**config.mk**
```make
export PLATFORM = sky130hd
export DESIGN_NAME = paged_i2c_target
export DESIGN_NICKNAME = d
export VERILOG_FILES = /design/src/rtl/pit_pkg.sv /design/src/rtl/pit_sync.sv /design/src/rtl/pit_ctrl.sv /design/src/rtl/pit_datapath.sv /design/src/rtl/paged_i2c_target.sv
export SDC_FILE = /design/constraint.sdc
export NUM_CORES = 1
export LEC_CHECK = 0
export ABC_AREA = 1
export CAP_MARGIN = 20
export CORE_MARGIN = 2
export CORE_UTILIZATION = 45
export CTS_BUF_LIST = sky130_fd_sc_hd__clkbuf_4 sky130_fd_sc_hd__clkbuf_8
export DETAILED_ROUTE_END_ITERATION = 16
export PLACE_DENSITY = 0.67
export SYNTH_ARGS = -nofsm -noshare
export SYNTH_HDL_FRONTEND = slang
export SYNTH_SLANG_ARGS = --single-unit
```
**constraint.sdc**
```tcl
create_clock -name clk -period 2.4 [get_ports clk]
set_input_delay 0.48 -clock clk [delete_from_list [all_inputs] [get_ports clk]]
set_output_delay 0.48 -clock clk [all_outputs]
set_load 0.01 [all_outputs]
```
**src/rtl/pit_pkg.sv**
```systemverilog
package pit_pkg;
  localparam int BYTE_W = 8;
  localparam int CNT_W = 4;
  localparam logic [4:0] ADDR_HI = 5'b11101;

  typedef enum logic [2:0] {
    ST_IDLE, ST_ADDR, ST_REG, ST_WDATA, ST_READ, ST_SKIP
  } pitState_e;

  typedef struct packed {
    logic shiftRx;
    logic loadPtr;
    logic incPtr;
    logic setPage;
    logic wrStrobe;
    logic loadTx;
    logic shiftTx;
  } pitCtl_t;

  function automatic logic [1:0] strapDecode(input logic [1:0] sel);
    case (sel)
      2'd0: strapDecode = 2'b00;
      2'd1: strapDecode = 2'b11;
      2'd2: strapDecode = 2'b01;
      default: strapDecode = 2'b10;
    endcase
  endfunction
endpackage

```
**src/rtl/pit_sync.sv**
```systemverilog
module pit_sync #(
  parameter int WIDTH = 2,
  parameter int STAGES = 2
) (
  input  logic             clk,
  input  logic             rstN,
  input  logic [WIDTH-1:0] din,
  output logic [WIDTH-1:0] dout
);
  logic [WIDTH-1:0] pipe [STAGES];

  always_ff @(posedge clk or negedge rstN) begin
    if (!rstN) begin
      for (int k = 0; k < STAGES; k++) pipe[k] <= '1;
    end else begin
      pipe[0] <= din;
      for (int k = 1; k < STAGES; k++) pipe[k] <= pipe[k-1];
    end
  end

  assign dout = pipe[STAGES-1];
endmodule

```
**src/rtl/pit_ctrl.sv**
```systemverilog
module pit_ctrl
  import pit_pkg::*;
#(
  parameter int SYNC_STAGES = 2
) (
  input  logic    clk,
  input  logic    rstN,
  input  logic    sclRaw,
  input  logic    sdaRaw,
  input  logic    addrMatch,
  input  logic    rwBit,
  input  logic    ptrIsCmd,
  output logic    sdaSync,
  output pitCtl_t ctl,
  output logic    ackDrive,
  output logic    txActive
);
  logic [1:0] lineSync;
  logic sclNow, sdaNow, sclPrev, sdaPrev;
  logic sclRise, sclFall, startCond, stopCond, rxState;
  pitState_e state;
  logic [CNT_W-1:0] bitCnt;
  logic isRead, hostAck;

  pit_sync #(.WIDTH(2), .STAGES(SYNC_STAGES)) uSync (
    .clk(clk), .rstN(rstN), .din({sclRaw, sdaRaw}), .dout(lineSync)
  );

  assign sclNow = lineSync[1];
  assign sdaNow = lineSync[0];
  assign sdaSync = sdaNow;

  always_ff @(posedge clk or negedge rstN) begin
    if (!rstN) begin
      sclPrev <= 1'b1;
      sdaPrev <= 1'b1;
    end else begin
      sclPrev <= sclNow;
      sdaPrev <= sdaNow;
    end
  end

  assign sclRise = sclNow & ~sclPrev;
  assign sclFall = ~sclNow & sclPrev;
  assign startCond = sclNow & sclPrev & sdaPrev & ~sdaNow;
  assign stopCond = sclNow & sclPrev & ~sdaPrev & sdaNow;
  assign rxState = (state == ST_ADDR) || (state == ST_REG) || (state == ST_WDATA);

  // strobes to the datapath
  always_comb begin
    ctl = '0;
    if (!startCond && !stopCond) begin
      if (rxState && sclRise && bitCnt < 4'd8) ctl.shiftRx = 1'b1;
      if (sclFall && bitCnt == 4'd8) begin
        if (state == ST_REG) ctl.loadPtr = 1'b1;
        if (state == ST_WDATA) begin
          if (ptrIsCmd) ctl.setPage = 1'b1;
          else ctl.wrStrobe = 1'b1;
        end
      end
      if (sclFall && bitCnt == 4'd9) begin
        if (state == ST_WDATA) ctl.incPtr = 1'b1;
        if (state == ST_ADDR && isRead) ctl.loadTx = 1'b1;
        if (state == ST_READ && hostAck) ctl.loadTx = 1'b1;
      end
      if (state == ST_READ && sclRise && bitCnt == 4'd8 && !sdaNow) ctl.incPtr = 1'b1;
      if (state == ST_READ && sclFall && bitCnt >= 4'd1 && bitCnt <= 4'd7) ctl.shiftTx = 1'b1;
    end
  end

  always_ff @(posedge clk or negedge rstN) begin
    if (!rstN) begin
      state <= ST_IDLE;
      bitCnt <= '0;
      isRead <= 1'b0;
      hostAck <= 1'b0;
      ackDrive <= 1'b0;
      txActive <= 1'b0;
    end else if (startCond || stopCond) begin
      state <= startCond ? ST_ADDR : ST_IDLE;
      bitCnt <= '0;
      ackDrive <= 1'b0;
      txActive <= 1'b0;
    end else if (rxState) begin
      if (sclRise && bitCnt < 4'd8) begin
        bitCnt <= bitCnt + 4'd1;
      end else if (sclFall && bitCnt == 4'd8) begin
        if (state == ST_ADDR && !addrMatch) begin
          state <= ST_SKIP;
        end else begin
          ackDrive <= 1'b1;
          bitCnt <= 4'd9;
          if (state == ST_ADDR) isRead <= rwBit;
        end
      end else if (sclFall && bitCnt == 4'd9) begin
        ackDrive <= 1'b0;
        bitCnt <= '0;
        if (state == ST_ADDR) begin
          state <= isRead ? ST_READ : ST_REG;
          txActive <= isRead;
        end else begin
          state <= ST_WDATA;
        end
      end
    end else if (state == ST_READ) begin
      if (sclRise && bitCnt < 4'd8) begin
        bitCnt <= bitCnt + 4'd1;
      end else if (sclRise && bitCnt == 4'd8) begin
        hostAck <= ~sdaNow;
        bitCnt <= 4'd9;
      end else if (sclFall && bitCnt == 4'd8) begin
        txActive <= 1'b0;
      end else if (sclFall && bitCnt == 4'd9) begin
        bitCnt <= '0;
        if (hostAck) txActive <= 1'b1;
        else state <= ST_SKIP;
      end
    end
  end
endmodule

```
**src/rtl/pit_datapath.sv**
```systemverilog
module pit_datapath
  import pit_pkg::*;
#(
  parameter logic [BYTE_W-1:0] FUNC_PAGE = 8'h0B,
  parameter logic [BYTE_W-1:0] CMD_ADDR = 8'hFD
) (
  input  logic              clk,
  input  logic              rstN,
  input  pitCtl_t           ctl,
  input  logic              sdaBit,
  input  logic [1:0]        strapSel,
  input  logic              shutdownActive,
  input  logic [BYTE_W-1:0] rdData,
  output logic              addrMatch,
  output logic              rwBit,
  output logic              ptrIsCmd,
  output logic              txMsb,
  output logic [BYTE_W-1:0] regAddr,
  output logic [BYTE_W-1:0] regPage,
  output logic              wrEn,
  output logic [BYTE_W-1:0] wrData
);
  logic [BYTE_W-1:0] rxByte, txByte, ptr, page, readValue;
  logic frameBlocked;

  assign addrMatch = rxByte[BYTE_W-1:1] == {ADDR_HI, strapDecode(strapSel)};
  assign rwBit = rxByte[0];
  assign ptrIsCmd = ptr == CMD_ADDR;
  assign frameBlocked = (page != FUNC_PAGE) && !shutdownActive;
  assign readValue = frameBlocked ? '0 : rdData;

  always_ff @(posedge clk or negedge rstN) begin
    if (!rstN) begin
      rxByte <= '0;
      txByte <= '0;
      ptr <= '0;
      page <= '0;
      wrEn <= 1'b0;
      wrData <= '0;
    end else begin
      if (ctl.shiftRx) rxByte <= {rxByte[BYTE_W-2:0], sdaBit};
      if (ctl.loadPtr) ptr <= rxByte;
      else if (ctl.incPtr) ptr <= ptr + 1'b1;
      if (ctl.setPage) page <= rxByte;
      wrEn <= ctl.wrStrobe;
      if (ctl.wrStrobe) wrData <= rxByte;
      if (ctl.loadTx) txByte <= readValue;
      else if (ctl.shiftTx) txByte <= {txByte[BYTE_W-2:0], 1'b0};
    end
  end

  assign txMsb = txByte[BYTE_W-1];
  assign regAddr = ptr;
  assign regPage = page;
endmodule

```
**src/rtl/paged_i2c_target.sv**
```systemverilog
module paged_i2c_target
  import pit_pkg::*;
#(
  parameter logic [BYTE_W-1:0] FUNC_PAGE = 8'h0B,
  parameter logic [BYTE_W-1:0] CMD_ADDR = 8'hFD,
  parameter int SYNC_STAGES = 2
) (
  input  logic              clk,
  input  logic              rstN,
  input  logic              sclIn,
  input  logic              sdaIn,
  input  logic [1:0]        strapSel,
  input  logic              shutdownActive,
  input  logic [BYTE_W-1:0] rdData,
  output logic              sdaDriveLow,
  output logic              wrEn,
  output logic [BYTE_W-1:0] regAddr,
  output logic [BYTE_W-1:0] regPage,
  output logic [BYTE_W-1:0] wrData
);
  pitCtl_t ctl;
  logic sdaSync, addrMatch, rwBit, ptrIsCmd, txMsb, ackDrive, txActive;

  pit_ctrl #(.SYNC_STAGES(SYNC_STAGES)) uCtrl (
    .clk(clk), .rstN(rstN), .sclRaw(sclIn), .sdaRaw(sdaIn),
    .addrMatch(addrMatch), .rwBit(rwBit), .ptrIsCmd(ptrIsCmd),
    .sdaSync(sdaSync), .ctl(ctl), .ackDrive(ackDrive), .txActive(txActive)
  );

  pit_datapath #(.FUNC_PAGE(FUNC_PAGE), .CMD_ADDR(CMD_ADDR)) uData (
    .clk(clk), .rstN(rstN), .ctl(ctl), .sdaBit(sdaSync),
    .strapSel(strapSel), .shutdownActive(shutdownActive), .rdData(rdData),
    .addrMatch(addrMatch), .rwBit(rwBit), .ptrIsCmd(ptrIsCmd), .txMsb(txMsb),
    .regAddr(regAddr), .regPage(regPage), .wrEn(wrEn), .wrData(wrData)
  );

  assign sdaDriveLow = ackDrive | (txActive & ~txMsb);
endmodule

```
-- Word level (Yosys, flattened, before mapping)
Index checks and enable logic that the tools add are counted.
- add/sub/neg operators: 2
- multiply operators: 0
- divide/modulo/power cells: 0
- order comparisons: 3
- equality and inequality tests: 26
- shifts and indexed selects: 0
- muxes and demuxes: 64
- bitwise operators: 18
- reduce and logical (&&, ||, !) cells: 38
- operator list (operator ; number):
    2-to-1 mux 3 bit ; 14
    2-to-1 mux 4 bit ; 10
    2-to-1 mux 8 bit ; 5
    2-to-1 mux 1 bit ; 31
    AND reduction 9 bit ; 2
    logical AND 1 bit ; 17
    != test 3 bit (second input constant) ; 4
    != test 3 x 1 -> 1 bit (second input constant) ; 3
    != test 3 x 2 -> 1 bit (second input constant) ; 3
    NOT 1 bit ; 9
    adder 8 x 1 -> 8 bit (second input constant) ; 1
    AND 1 bit ; 8
    equality test 4 bit (second input constant) ; 2
    equality test 8 bit (second input constant) ; 1
    != test 8 x 4 -> 1 bit (second input constant) ; 1
    equality test 7 bit ; 1
    2-to-1 mux 7 bit ; 1
    equality test 3 x 2 -> 1 bit (second input constant) ; 2
    case mux 2 bit (3 select lines) ; 1
    AND reduction 6 bit ; 1
    nonzero test 2 bit ; 3
    nonzero test 3 bit ; 2
    logical NOT 1 bit ; 5
    != test 5 x 1 -> 1 bit (second input constant) ; 1
    other kinds (20) ; 23
- flip-flop bits (word level): 58
- bits in latches: 0
- bits in writable memories: 0
- ROM bits: 0
- input bits: 15
- output and inout bits: 26
- logic and storage cells: 167
- memories: 0

-- Logic depth before layout (Yosys ltp)
- depth after elaboration: 10
- gate-level depth with buffers: 11
- depth with buffers taken out: 11

-- By module
From an unflattened synthesis, not the netlist that was laid out.
- cell total of the unflattened synthesis: 373
- area, all modules: 3125.5 um^2
- modules (own cells, without submodules) (module ; times used ; cells each ; area each (um^2) ; seq. area each (um^2)):
    pit_datapath ; 1 ; 207 ; 1856.8 ; 1026.0
    pit_ctrl ; 1 ; 156 ; 1133.6 ; 327.8
    pit_sync ; 1 ; 6 ; 120.1 ; 105.1
    paged_i2c_target ; 1 ; 4 ; 15.0 ; 0.0

-- Worst setup path after synthesis
OpenSTA, ideal clock, no wires.
- path type: reg-to-reg
- start point: reg uCtrl.bitCnt[0]
- end point: reg uCtrl.state[1]
- setup time: 0.117 ns
- arrival time: 1.525 ns
- required time: 2.283 ns
- path slack: 0.758 ns
- cell stages (with the launch flop): 12
- path buffers: 0
- period minus slack after synthesis: 1.642 ns
- path through: dfrtp_1 > inv_1 > ha_1 > nand3_4 > nor2_1 > nor2_1 > nand3_2 > nand2_1 > nor2_2 > nand2_2 > nand2_1 > nand2_1
- word-level cells in the longest chain between the ends: 6
- elaborated cells on any way between the ends: 19
- those cells by class: 1 x order compare; 9 x eq/ne; 4 x mux; 5 x reduce/logical
- RTL lines (element ; line ; RTL):
    start, declared ; pit_ctrl.sv:22 ; logic [CNT_W-1:0] bitCnt;
    start signal, assigned ; pit_ctrl.sv:86 ; bitCnt <= bitCnt + 4'd1;
    start signal, assigned ; pit_ctrl.sv:107 ; bitCnt <= bitCnt + 4'd1;
    branches (longest 6 deep; another with less-than comparator 4 bit) ; - ;
    end signal, assigned ; pit_ctrl.sv:80 ; state <= startCond ? ST_ADDR : ST_IDLE;
    end signal, assigned ; pit_ctrl.sv:99 ; state <= isRead ? ST_READ : ST_REG;
    end, declared ; pit_ctrl.sv:21 ; pitState_e state;
Parallel ways; which one is timed is not known. The select of a mux whose other input is x is not followed.
A chain may end at the register's enable or synchronous reset.

-- Final worst setup path
- start point: reg uCtrl.bitCnt[1]
- end point: reg uData.ptr[1], in the netlist uData.regAddr[1]
- word-level cells in the longest chain between the ends: 6
- elaborated cells on any way between the ends: 12
- those cells by class: 2 x eq/ne; 5 x mux; 5 x reduce/logical
- RTL lines (element ; line ; RTL):
    equality test 4 bit (on tied branches) ; pit_ctrl.sv:61, pit_ctrl.sv:54, pit_ctrl.sv:66 ;
    logical AND 1 bit (on tied branches) ; pit_ctrl.sv:61, pit_ctrl.sv:66 ;
    2-to-1 mux 1 bit or logical AND 1 bit (tied branches) ; pit_ctrl.sv:61, pit_ctrl.sv:66 ;
    2-to-1 mux 1 bit ; pit_ctrl.sv:66 ; if (state == ST_READ && sclRise && bitCnt == 4'd8 && !sdaNow) ctl.incPtr = 1'b1;
    2-to-1 mux 7 bit * ; pit_ctrl.sv:52 ; if (!startCond && !stopCond) begin
    nonzero test 2 bit (no source line) ; - ;
    end signal, assigned ; pit_datapath.sv:42 ; if (ctl.loadPtr) ptr <= rxByte;
    end signal, assigned ; pit_datapath.sv:43 ; else if (ctl.incPtr) ptr <= ptr + 1'b1;
    end, declared ; pit_datapath.sv:23 ; logic [BYTE_W-1:0] rxByte, txByte, ptr, page, readValue;
Every way passes the cells marked *; elsewhere a longest branch is shown, timed or not.

==> summary.txt <==
Routing
  • Vias/cell: 5.166
  • Drt total wl: 6.682 mm
  • DRT Pass-1 Iters: 4
  • Vias: 2609
  • Residual DRC: 0
  • Routed Antenna Nets: 0
  • Routed len/inst: 13.23 um
  • Initial DRC count: 123

Synth
  • Xor-xnor portion of the synthesized cell area: 1.141%
  • Cells after Synth: 376
  • Post-Synth Simple-Gate Area: 28.16%
  • Yosys top cell area share: 42.38%
  • Cell taking the most area after synthesis: dfrtp_1
  • Post-synth cell types: 35
  • Largest family of logic cells by synthesized area: simple AND/OR/NAND/NOR gates
  • Syn Nets: 397
  • Yosys warns: 0
  • Syn avg cell area: 8.166 um^2
  • Synthesized cell area: 3070 um^2
  • Synth Area in Adders: 2.445%
  • FF+latch count, synth: 58
  • Synth area leaders: dfrtp_1 42%, nand2_1 12%, nand3_1 5.2%, dfstp_2 5.1%, o21ai_0 4.9%
  • Complex-gate fraction of the synthesized area: 13.69%
  • Seq/Total Area, Yosys: 47.51%
  • Mux share of post-synthesis cell area: 0%

Cells and area
  • Area of the multi-input gates: 1395 um^2
  • Fill cells: 635
  • Nets: 442
  • Share of post-route cells with drive strength above 1: 12.94%
  • Area delta synth->final: 21.56%
  • Seq. cell area: 1459 um^2
  • Final Non-Filler Cells: 505
  • # diodes: 0

Critical path
  • CP arrival: 2250 ps
  • Critical path type: flop to flop
  • Crit-path max FO: 17
  • Req. time, crit path: 2650 ps
  • Critical path capture point type: flop
  • CP Launch Type: flop

CTS
  • Setup Buffers After CTS: 0
  • Clk_lat worst skew: 340 ps
  • Post-CTS sizing: 0
  • CTS tree: done
  • Num Clock Sinks: 58
  • Hold Buf Count CTS: 0
  • Clock tree buffer depth: 2
  • Clock-pin slew on the worst setup and hold paths: 80 ps
  • H-tree levels: 3
  • Root buffer cell: clkbuf_8
  • CTS buffer count: 9

Placement
  • Input/output buffers: 40
  • Cells after DPL: 490
  • DPL Wire Length: 4.710 mm
  • Gp weighted congestion: 0.8245

Global route
  • Initial antenna violation count: 0
  • GRT busiest layer: met2
  • First-pass GRT wire length: 11.27 mm
  • GR Layer Usage met3: 4.571%
  • Met1 Use GR: 26.52%
  • Met2 GRT Util: 29.79%
  • Total grt overflow: 0
  • GRT Util Overall: 19.38%
  • Largest net degree at the start of global routing: 59
  • Number of global-route vias before repair: 2381

Timing
  • Final hold vios: 0
  • Tcrit/Tclk final: 83.36%
  • Final Max Tran Viols: 0
  • Least-Margin Pin Slew: 728.1 ps
  • Fin crit period: 2001 ps
  • Max Clock Skew: 14.02 ps
  • Setup Total Neg Slack: 0 ps
  • Unrepaired setup endpoints after global routing: no
  • Relative slew margins: 51.46%
  • Final setup fails: 0
  • Fmax: 499.8 MHz

Floorplanning
  • Core area: 6681 um^2
  • Die area: 7500 um^2
  • Die extent in x: 86.60 um
  • # IOs: 41
  • Cell Rows: 30
  • Die Height: 86.60 um
  • Initial Util: 45.96%

Pwr
  • Peak supply drop: 0.0005893 V
  • Leakage: 1.792 nW
  • Pwr Density: 893.3 nW/um^2

Job
  • Maximum capacitance violations: 0

Worst hold path
  • Hold Crit Class: primary input to async pin

Status
  • Outcome: finished clean
==> placed cells by master, fill, tap and decap left out, types with 3 or more instances in the layout <==
cell type	instances
nand2_1	100
dfrtp_1	52
clkdlybuf4s50_1	39
nand3_1	32
inv_1	30
o21ai_0	30
nor2_1	29
a21oi_1	12
o21ai_1	11
clkbuf_8	10
inv_2	8
a31oi_1	8
nand4_1	7
nand2_2	6
ha_1	6
dfstp_2	6
o211ai_1	4
nor2_2	3
nand3_2	3
==> flip-flops by register name, indices dropped and copies added (netlist names), 2 cells and up <==
signal / flops
uCtrl.bitCnt: 4
uCtrl.state: 3
uCtrl.uSync.dout: 2
uCtrl.uSync.pipe: 2
uData.regAddr: 8
uData.regPage: 8
uData.rxByte: 8
uData.txByte: 8
uData.wrData: 8
==> routing by layer <==
metal  share of wire (%)  vias up  wire length, um
met4                 1.7        0              114
met3                 2.8       11              190
met1                  49     1220             3263
met2                  47       42             3114
li1                    -     1336                -
met5                   0        -                0
==> worst max-delay path: stages (launching register included) <==
cell      delay [ps]
dfrtp_1          440
inv_1            130
ha_1             230
nand3_4          120
nor2_8           220
nand2_2          240
nand3_2          310
o211ai_1         140
o21ai_1           90
==> power breakdown <==
part | internal, mW | switching [mW]
Clock | 0.605 | 0.390
Combinational | 0.360 | 0.642
Sequential | 1.15 | 0.186
==> synth_stat cells <==
library cell,n
o211ai_1,4
inv_2,8
buf_2,4
clkinv_4,1
nor2_8,1
ha_1,6
o31ai_1,1
nand3b_4,1
o21bai_2,1
nand2_1,100
a31oi_1,8
nand4_1,7
o21ai_1,11
nand2_2,6
o22ai_1,1
inv_1,30
nor2_4,1
buf_6,4
a21oi_1,12
dfstp_2,6
nand3_1,32
xor2_1,2
nor3_1,1
nor2_1,29
dfrtp_1,52
o21ai_2,2
o21bai_1,2
and3_1,1
o21ai_0,30
nor2_2,3
nand3_2,3
a21oi_2,2
nor3_2,1
nand3_4,1
xnor2_1,2
==> layout make-up <==
class | instances | area share (%)
inverter | 39 | 4.056
tap | 80 | 2.682
clock buffer | 10 | 3.688
timing repair buffer | 42 | 11.00
clock inverter | 5 | 2.112
multi-input combinational | 271 | 37.38
sequential | 58 | 39.09
==> worst paths after layout <==
path	startpoint	end	slack, ps	cells past startpoint
worst min register to register	uCtrl.uSync.pipe[2]$_DFF_PN1_	uCtrl.uSync.dout[0]$_DFF_PN1_	360	0
min in group clk	uCtrl.uSync.pipe[2]$_DFF_PN1_	uCtrl.uSync.dout[0]$_DFF_PN1_	360	0
worst max-delay path	uCtrl.bitCnt[1]$_DFFE_PN0P_	uData.regAddr[1]$_DFFE_PN0P_	400	8
worst min-delay path	rstN	uCtrl.hostAck$_DFFE_PN0P_	270	2
max in group asynchronous	rstN	uData.txByte[7]$_DFFE_PN0P_	1630	2
worst max register to register	uCtrl.bitCnt[1]$_DFFE_PN0P_	uData.regAddr[1]$_DFFE_PN0P_	400	8
==> through the flow <==
step           hold WS, ps  instance area [um^2]  setup slack [ps]  total power [mW]  utilization, %
2_1_floorplan        184.4                  3070             758.4             2.056               -
3_3_place_gp         347.5                  3516             429.9             2.332           52.62
3_5_place_dp         347.9                  3516             404.4             2.347           52.62
4_1_cts              293.2                  3732             397.6             3.360           55.86
5_1_grt              338.6                  3732             167.0             3.566           55.86
6_report             266.4                  3732             399.4             3.334           55.86
==> logic make-up (layout without fill, tap and decap cells) <==
| group | after synthesis | count (layout) |
|---|---|---|
| AO/OA/AOI/OAI | 74 | 74 |
| flip-flops | 58 | 58 |
| adder cells (fa/ha/maj) | 6 | 6 |
| XOR/XNOR | 4 | 4 |
| buffers and inverters | 47 | 96 |
| AND/OR/NAND/NOR | 187 | 187 |
(Power assumes the default switching activity.)
